**config.mk**
```make
export PLATFORM = sky130hd
export DESIGN_NAME = hiic_ctrl
export DESIGN_NICKNAME = d
export VERILOG_FILES = /design/src/rtl/hiic_pkg.sv /design/src/rtl/hiic_flag_bank.sv /design/src/rtl/hiic_module_unit.sv /design/src/rtl/hiic_req_reg.sv /design/src/rtl/hiic_vector_reg.sv /design/src/rtl/hiic_ctrl.sv
export SDC_FILE = /design/constraint.sdc
export NUM_CORES = 1
export LEC_CHECK = 0
export ABC_AREA = 1
export CAP_MARGIN = 0
export CORE_AREA = 2 2 177 179
export CTS_CLUSTER_DIAMETER = 50
export CTS_CLUSTER_SIZE = 28
export DETAILED_ROUTE_END_ITERATION = 16
export DIE_AREA = 0 0 179 181
export HOLD_SLACK_MARGIN = 0.12
export RECOVER_POWER = 100
export SYNTH_ARGS = -nofsm -noshare
export SYNTH_HDL_FRONTEND = slang
export SYNTH_SLANG_ARGS = --single-unit
```
**constraint.sdc**
```tcl
create_clock -name clk -period 1.4 [get_ports clk]
set_clock_uncertainty 0.15 [all_clocks]
set_input_delay 0.21 -clock clk [delete_from_list [all_inputs] [get_ports clk]]
set_output_delay 0.21 -clock clk [all_outputs]
set_load 0.02 [all_outputs]
```
**src/rtl/hiic_pkg.sv**
```systemverilog
package hiic_pkg;
   localparam int unsigned HIIC_NMOD  = 6;
   localparam int unsigned HIIC_NFUNC = 4;
   localparam int unsigned HIIC_FPF   = 3;
   localparam int unsigned HIIC_ID_W  = 16;
   localparam int unsigned HIIC_SYS_N = 4;
   localparam int unsigned HIIC_VEC_W = 16;

   // request path state of the summary stage
   typedef enum logic {
      REQ_IDLE = 1'b0,
      REQ_LIVE = 1'b1
   } hiic_req_e;
endpackage

```
**src/rtl/hiic_flag_bank.sv**
```systemverilog
module hiic_flag_bank #(
   parameter int unsigned N = 4
) (
   input  logic         clk,
   input  logic         rst_n,
   input  logic [N-1:0] set_i,
   input  logic [N-1:0] clr_i,
   output logic [N-1:0] flag_o
);
   if (N < 1) begin : g_bad_n
      $error("hiic_flag_bank: N must be at least 1");
   end

   logic [N-1:0] flag_q;

   // set has priority over a coincident clear
   always_ff @(posedge clk or negedge rst_n) begin
      if (!rst_n) flag_q <= '0;
      else        flag_q <= set_i | (flag_q & ~clr_i);
   end

   assign flag_o = flag_q;
endmodule

```
**src/rtl/hiic_module_unit.sv**
```systemverilog
module hiic_module_unit #(
   parameter int unsigned NFUNC   = 4,
   parameter int unsigned FPF     = 3,
   parameter int unsigned ID_W    = 16,
   parameter bit          HAS_MEN = 1'b0,
   parameter bit          HAS_MID = 1'b0,
   localparam int unsigned FLG    = NFUNC * FPF
) (
   input  logic            clk,
   input  logic            rst_n,
   input  logic [FLG-1:0]  evt_i,
   input  logic [FLG-1:0]  clr_i,
   input  logic [FLG-1:0]  le_i,
   input  logic            men_i,
   output logic [FLG-1:0]  flag_o,
   output logic [ID_W-1:0] mid_o,
   output logic            pend_o
);
   if (NFUNC > ID_W) begin : g_bad_w
      $error("hiic_module_unit: NFUNC exceeds ID_W");
   end

   logic             men_eff;
   logic [FLG-1:0]   gated;
   logic [NFUNC-1:0] fint;

   hiic_flag_bank #(.N(FLG)) u_bank (
      .clk    (clk),
      .rst_n  (rst_n),
      .set_i  (evt_i),
      .clr_i  (clr_i),
      .flag_o (flag_o)
   );

   // a module without its own enable always passes
   assign men_eff = men_i | !HAS_MEN;
   assign gated   = flag_o & le_i & {FLG{men_eff}};

   for (genvar f = 0; f < NFUNC; f++) begin : g_func
      assign fint[f] = |gated[f*FPF +: FPF];
   end

   assign pend_o = |fint;

   if (HAS_MID) begin : g_mid
      always_comb begin
         mid_o = '0;
         mid_o[NFUNC-1:0] = fint;
      end
   end else begin : g_nomid
      assign mid_o = '0;
   end
endmodule

```
**src/rtl/hiic_req_reg.sv**
```systemverilog
module hiic_req_reg import hiic_pkg::*; #(
   parameter int unsigned TOP_W = 7
) (
   input  logic             clk,
   input  logic             rst_n,
   input  logic             glb_en_i,
   input  logic [TOP_W-1:0] mask_i,
   input  logic [TOP_W-1:0] pend_i,
   output logic             irq_o
);
   hiic_req_e req_d, req_q;

   assign req_d = (glb_en_i && |(pend_i & mask_i)) ? REQ_LIVE : REQ_IDLE;

   always_ff @(posedge clk or negedge rst_n) begin
      if (!rst_n) req_q <= REQ_IDLE;
      else        req_q <= req_d;
   end

   assign irq_o = (req_q == REQ_LIVE);
endmodule

```
**src/rtl/hiic_vector_reg.sv**
```systemverilog
module hiic_vector_reg #(
   parameter int unsigned W = 16
) (
   input  logic         clk,
   input  logic         rst_n,
   input  logic         we_i,
   input  logic [W-1:0] d_i,
   output logic [W-1:0] q_o
);
   logic [W-1:0] vec_q;

   always_ff @(posedge clk or negedge rst_n) begin
      if (!rst_n)    vec_q <= '0;
      else if (we_i) vec_q <= d_i;
   end

   assign q_o = vec_q;
endmodule

```
**src/rtl/hiic_ctrl.sv**
```systemverilog
module hiic_ctrl import hiic_pkg::*; #(
   parameter int unsigned NMOD  = HIIC_NMOD,
   parameter int unsigned NFUNC = HIIC_NFUNC,
   parameter int unsigned FPF   = HIIC_FPF,
   parameter int unsigned ID_W  = HIIC_ID_W,
   parameter int unsigned SYS_N = HIIC_SYS_N,
   parameter int unsigned VEC_W = HIIC_VEC_W,
   parameter logic [NMOD-1:0] MID_MASK = 6'b110010,
   parameter logic [NMOD-1:0] MEN_MASK = 6'b100000,
   localparam int unsigned FLG   = NFUNC * FPF,
   localparam int unsigned ALLF  = NMOD * FLG,
   localparam int unsigned TOP_W = NMOD + 1
) (
   input  logic                 clk,
   input  logic                 rst_n,
   input  logic [ALLF-1:0]      evt_i,
   input  logic [ALLF-1:0]      clr_i,
   input  logic [ALLF-1:0]      flag_en_i,
   input  logic [NMOD-1:0]      mod_en_i,
   input  logic [SYS_N-1:0]     sys_evt_i,
   input  logic [SYS_N-1:0]     sys_clr_i,
   input  logic [SYS_N-1:0]     sys_en_i,
   input  logic [TOP_W-1:0]     mask_i,
   input  logic                 glb_en_i,
   input  logic                 vec_we_i,
   input  logic [VEC_W-1:0]     vec_d_i,
   output logic [ALLF-1:0]      flag_o,
   output logic [SYS_N-1:0]     sys_flag_o,
   output logic [NMOD*ID_W-1:0] mid_o,
   output logic [TOP_W-1:0]     id_top_o,
   output logic                 irq_o,
   output logic [VEC_W-1:0]     vec_o
);
   if (NMOD < 1 || FPF < 1 || NFUNC < 1) begin : g_bad_cnt
      $error("hiic_ctrl: module, function and flag counts must be nonzero");
   end
   if (NFUNC > ID_W) begin : g_bad_id
      $error("hiic_ctrl: functions do not fit the identification field");
   end
   if (SYS_N < 1 || VEC_W < 1) begin : g_bad_sys
      $error("hiic_ctrl: system group and vector need a nonzero width");
   end

   for (genvar m = 0; m < NMOD; m++) begin : g_mod
      hiic_module_unit #(
         .NFUNC   (NFUNC),
         .FPF     (FPF),
         .ID_W    (ID_W),
         .HAS_MEN (MEN_MASK[m]),
         .HAS_MID (MID_MASK[m])
      ) u_unit (
         .clk    (clk),
         .rst_n  (rst_n),
         .evt_i  (evt_i[m*FLG +: FLG]),
         .clr_i  (clr_i[m*FLG +: FLG]),
         .le_i   (flag_en_i[m*FLG +: FLG]),
         .men_i  (mod_en_i[m]),
         .flag_o (flag_o[m*FLG +: FLG]),
         .mid_o  (mid_o[m*ID_W +: ID_W]),
         .pend_o (id_top_o[m])
      );
   end

   hiic_flag_bank #(.N(SYS_N)) u_sys (
      .clk    (clk),
      .rst_n  (rst_n),
      .set_i  (sys_evt_i),
      .clr_i  (sys_clr_i),
      .flag_o (sys_flag_o)
   );

   assign id_top_o[NMOD] = |(sys_flag_o & sys_en_i);

   hiic_req_reg #(.TOP_W(TOP_W)) u_req (
      .clk      (clk),
      .rst_n    (rst_n),
      .glb_en_i (glb_en_i),
      .mask_i   (mask_i),
      .pend_i   (id_top_o),
      .irq_o    (irq_o)
   );

   hiic_vector_reg #(.W(VEC_W)) u_vec (
      .clk   (clk),
      .rst_n (rst_n),
      .we_i  (vec_we_i),
      .d_i   (vec_d_i),
      .q_o   (vec_o)
   );
endmodule

```
* After elaboration in Yosys (flattened, before gate mapping)
Index checks and enable logic that the tools add are counted.
** Storage, ports and cells
- Flip-flop bits (word level) :: 93
- Bits of input ports :: 261
- Output and inout port bits :: 196
- Word-level logic and storage cells :: 61
** Cells by class
- Mux-type cells :: 1
- Bitwise logic cells :: 30
- Reductions and logical operators :: 21
** Operator list (number)
- bitwise AND 12 bit :: 13
- inverter 12 bit :: 6
- OR 12 bit :: 6
- OR reduction 12 bit :: 6
- OR reduction 3 bit :: 12
- bitwise AND 4 bit :: 2
- bitwise AND 7 bit :: 1
- OR reduction 7 bit :: 1
- inverter 4 bit :: 1
- OR 4 bit :: 1
- OR reduction 4 bit :: 1
- logical AND 1 bit :: 1
- 2-to-1 mux 1 bit :: 1

* Depth between registers and ports, before layout
- Depth in word-level cells :: 7
- Mapped depth :: 8
- Mapped depth without buffers :: 8

* Cells and area by module
Synthesis repeated with hierarchy kept, for this count alone.
** Second synthesis, totals
- Cell total of the unflattened synthesis :: 687
- Area total of the unflattened synthesis :: 5007.3 sq um
** By module, submodules not included
- hiic_flag_bank (g_mod[0].u_unit.u_bank ...) :: times used 6, cells each 60, area each 480.5 sq um
- hiic_vector_reg :: times used 1, cells each 68, area each 644.4 sq um
- hiic_module_unit (g_mod[0].u_unit ...) :: times used 3, cells each 39, area each 207.7 sq um
- hiic_module_unit (g_mod[1].u_unit ...) :: times used 2, cells each 32, area each 185.2 sq um
- hiic_module_unit (g_mod[5].u_unit) :: times used 1, cells each 33, area each 206.4 sq um
- hiic_flag_bank (u_sys) :: times used 1, cells each 20, area each 160.2 sq um
- hiic_req_reg :: times used 1, cells each 16, area each 86.3 sq um
- hiic_ctrl :: times used 1, cells each 9, area each 33.8 sq um

* Least setup slack after synthesis
No wires, ideal clock.
- Path kind :: register to output
- Start :: register g_mod[1].u_unit.u_bank.flag_q[2]
- End :: output id_top_o[1]
- Arrival time :: 1095 ps
- Data required time :: 1040 ps
- Path slack :: -55 ps
- Stages on the path, launching flop included :: 6
- Cells stage by stage :: dfrtp_1 -> nand2_1 -> nand3_1 -> nor2_1 -> nand2_1 -> buf_4
** On the way
- Word-level cells in the longest chain between the ends :: 2
** RTL lines
- from (decl) :: RTL line hiic_flag_bank.sv:14 : logic [N-1:0] flag_q;
- from (signal assigned) :: RTL line hiic_flag_bank.sv:19 : else flag_q <= set_i | (flag_q & ~clr_i);
- bitwise AND 12 bit :: RTL line hiic_module_unit.sv:37 : assign gated = flag_o & le_i & {FLG{men_eff}};
- OR reduction 12 bit :: RTL line hiic_module_unit.sv:43 : assign pend_o = |fint;
- to (decl) :: RTL line hiic_ctrl.sv:30 : output logic [TOP_W-1:0] id_top_o,
Every way passes these cells.

* Worst setup path after layout
- Start :: register g_mod[5].u_unit.u_bank.flag_q[0]
- End :: output id_top_o[5]
** On the way
- Word-level cells in the longest chain between the ends :: 3
** RTL lines (RTL line)
- from (decl) :: hiic_flag_bank.sv:14
- from (signal assigned) :: hiic_flag_bank.sv:19
- bitwise AND 12 bit (2 in a row) :: hiic_module_unit.sv:37
- OR reduction 12 bit :: hiic_module_unit.sv:43
Every way passes these cells.

==> out/metrics.yaml <==
timing:
  setup_tns_ns: -5.71
  drv_slew: 0
  hold_viol: 0
  setup_viol: 42
  maxSlewHeadroom: 0.564
  finalWorstSetupSlack_ns: -0.362
  fmax_ghz: 0.568
  period_needed_ns: 1.76
  rsz0062_at_grt: "yes"
  worst_pin_slew_ns: 0.655
  period_share: 1.26
  hold_ws_ns: 0.246
die:
  chipWidth_um: 179
  core_um2: 30300
  die_area_um2: 32400
  die_y_um: 181
  num_rows: 64
  ios: 457
  start_util: 0.155
clock_tree:
  clkTransAtPathRegs_ns: 0.08
  clock_latency_ns: 0.35
  clock_tree.buffer_depth: 2
  cts.sinks: 93
  root_buffer: "clkbuf_16"
  htreeDepth: 3
  cts_tree: "built"
  cts_buffers: 9
critical_path:
  path_class: "flip-flop to primary output"
  crit_top_cell: "nand2_1"
  path_buf_inv: 2
  ff2ff_path_depth: 10
  r2r_end: "u_req.irq_o$_DFF_PN0_"
  crit_arrival_ns: 1.40
  critical_path_peak_fanout: 2
  critical_path.slowest_cell: "dfrtp_1"
  end_kind: "primary output"
  timing.rr.start: "g_mod[4].u_unit.u_bank.flag_o[9]$_DFF_PN0_"
  critPathTopFamily: "simple AND/OR/NAND/NOR gates"
  crit_chain: "nand2_1 -> nand3_2 -> nand2_2 -> nand2_1 -> nor2_2 -> inv_1 -> buf_6"
  required_ns: 1.04
  start_kind: "flip-flop"
  reg2reg_slack_ns: -0.13
  max_stage_delay_ns: 0.42
placement:
  globalplace.congestion: 0.836
  numPortBuffers: 367
  dp_hpwl_um: 15400
  post-place-ws_ns: -0.799
logic_synthesis:
  synth_top_cell_area_share: 0.496
  postSynthAreaPerCell_um2: 9.28
  synth_flop_cell: "dfrtp_1"
  synth_area_leader_cell: "dfrtp_1"
  syn-cell-area_um2: 4690
  synthCells: 506
  async_reset_ff_frac: 1.00
  synth_most_common_cell: "nand2_1"
  synth_seq_cells: 93
  yosys_warnings: 0
  synth_edf_count: 0
  synth_cell_type_count: 13
  yosys-top-cells-count: "111 x nand2_1, 93 x dfrtp_1, 90 x buf_4, 83 x inv_1, 76 x o21bai_1"
  ys_seq_area_frac: 0.496
  ys_top_cells_by_area: "dfrtp_1 50%, buf_4 14%, o21bai_1 12%, nand2_1 8.9%, inv_1 6.6%"
status:
  outcome: "complete, but fails checks"
  violations: "setup timing"
routing:
  routed_wl_um: 18800
  drt_iter0_markers: 79
  wl_per_cell_um: 13.7
  drtAntennaViolNets: 0
  dr.pass1.iters: 4
  viasPerCell: 3.53
  vias: 4864
  drc: 0
global_routing:
  grt_overflow: 0
  track_usage: 0.114
  grt_pass1_wl_um: 27900
  antenna_found_initial: 0
  grt_pass1_vias: 5144
  grt_max_degree: 46
worst_hold_path:
  holdCritStartpoint: "glb_en_i"
  min_delay_path_depth: 3
  hp-class: "input port to flip-flop"
  hold_path_end: "u_req.irq_o$_DFF_PN0_"
layout:
  final_layout_size_suffix_gt1_frac: 0.244
  nNetsFinal: 1237
  syn2layout_area_growth_pct: 105
  antenna_cells: 0
  fillCellCount: 3174
flow_run:
  cap_violations: 0
power:
  p_per_area_nw_per_um2: 847
  p_leak_nw: 4.67
  ir_drop_uv: 404
-- sequential cells by signal, summed over array words and instances (netlist names) --
| register | flops |
|---|---|
| g_mod.u_unit.u_bank.flag_o | 72 |
| u_req.irq_o | 1 |
| u_vec.q_o | 16 |
| u_sys.flag_o | 4 |
-- worst register-to-register path: stages, from the launching register on --
cell	delay, ns
dfrtp_2	0.43
nand2_4	0.10
nand3_4	0.09
nor2_4	0.11
buf_6	0.11
nand2_4	0.05
buf_6	0.12
nand2_2	0.05
nand2_2	0.06
nor2_4	0.08
a21oi_2	0.05
-- power breakdown --
group          switching [mW]  internal [mW]
Sequential              0.121           2.88
Clock                    1.34           1.28
Combinational            1.18           1.38
-- what timing repair did --
item | 4_1_cts | 5_1_grt
endpoints found under the hold margin | 93 | 10
gates resized for setup | 630 | 130
hold buffers | 2 | 1
cloned | 0 | 0
setup buffers | 16 | 29
pin swaps | 48 | 22
setup endpoints to repair | 113 | 103
-- per-layer routing --
metal	vias up	part of all wire	global-route usage
met4	0	0.024	0.0358
met2	278	0.53	0.211
met1	2232	0.35	0.119
li1	2332	-	-
met5	-	0	0
met3	22	0.095	0.0398
-- layout by cell type (no fill, tap or decap), drive strengths merged --
cell and instances:
clkdlybuf4s50 254, nand4 1, clkinv 3, buf 138, conb 84, clkdlybuf4s25 5, mux2 16, nand2 111
dfrtp 93, clkdlybuf4s15 3, dlygate4sd3 2, nor2 17, inv 87, clkbuf 75, o21bai 76, nand3 15
a21oi 1
-- final cells by class --
cell class                      instances  area (um^2)  area share
Multi-Input combinational cell        321         1860       0.193
Inverter                               83          312      0.0323
Sequential cell                        93         2330       0.242
Tap cell                              396          495      0.0514
Clock buffer                            9          225      0.0234
Timing Repair Buffer                  468         4340       0.450
Clock inverter                          7         76.3     0.00792
-- logic make-up (layout without fill, tap and decap cells) --
logic type / Yosys count / count (layout) / synth area share
AO/OA/AOI/OAI: 77 / 77 / 0.123
buffers and inverters: 175 / 567 / 0.215
flip-flops: 93 / 93 / 0.496
multiplexers: 16 / 16 / 0.0384
other: 1 / 84 / 0.000799
AND/OR/NAND/NOR: 144 / 144 / 0.127
-- metrics by stage --
step | cell area [um^2] | power (mW) | utilization | std cells
after floorplan | 5010 | 4.10 | - | 589
after global placement | 9160 | 5.53 | 0.302 | 1345
after detailed placement | 9160 | 5.55 | 0.302 | 1345
after CTS | 9680 | 8.39 | 0.319 | 1368
after global routing | 9640 | 8.67 | 0.318 | 1377
final | 9640 | 8.17 | 0.318 | 1377
-- worst max path at each step --
stage | end | from | depth (start not counted) | slack (ns)
CTS | id_top_o[5] | g_mod[5].u_unit.u_bank.flag_o[0]$_DFF_PN0_ | 7 | -0.36
finish | id_top_o[5] | g_mod[5].u_unit.u_bank.flag_o[0]$_DFF_PN0_ | 7 | -0.36
floorplan | id_top_o[4] | g_mod[4].u_unit.u_bank.flag_o[10]$_DFF_PN0_ | 5 | 0.002
detailed placement | id_top_o[4] | flag_en_i[57] | 7 | -0.80
global placement | id_top_o[4] | flag_en_i[57] | 7 | -0.78
global route | id_top_o[5] | g_mod[5].u_unit.u_bank.flag_o[6]$_DFF_PN0_ | 7 | -0.44
No activity file was read; power rests on OpenSTA's default activity.
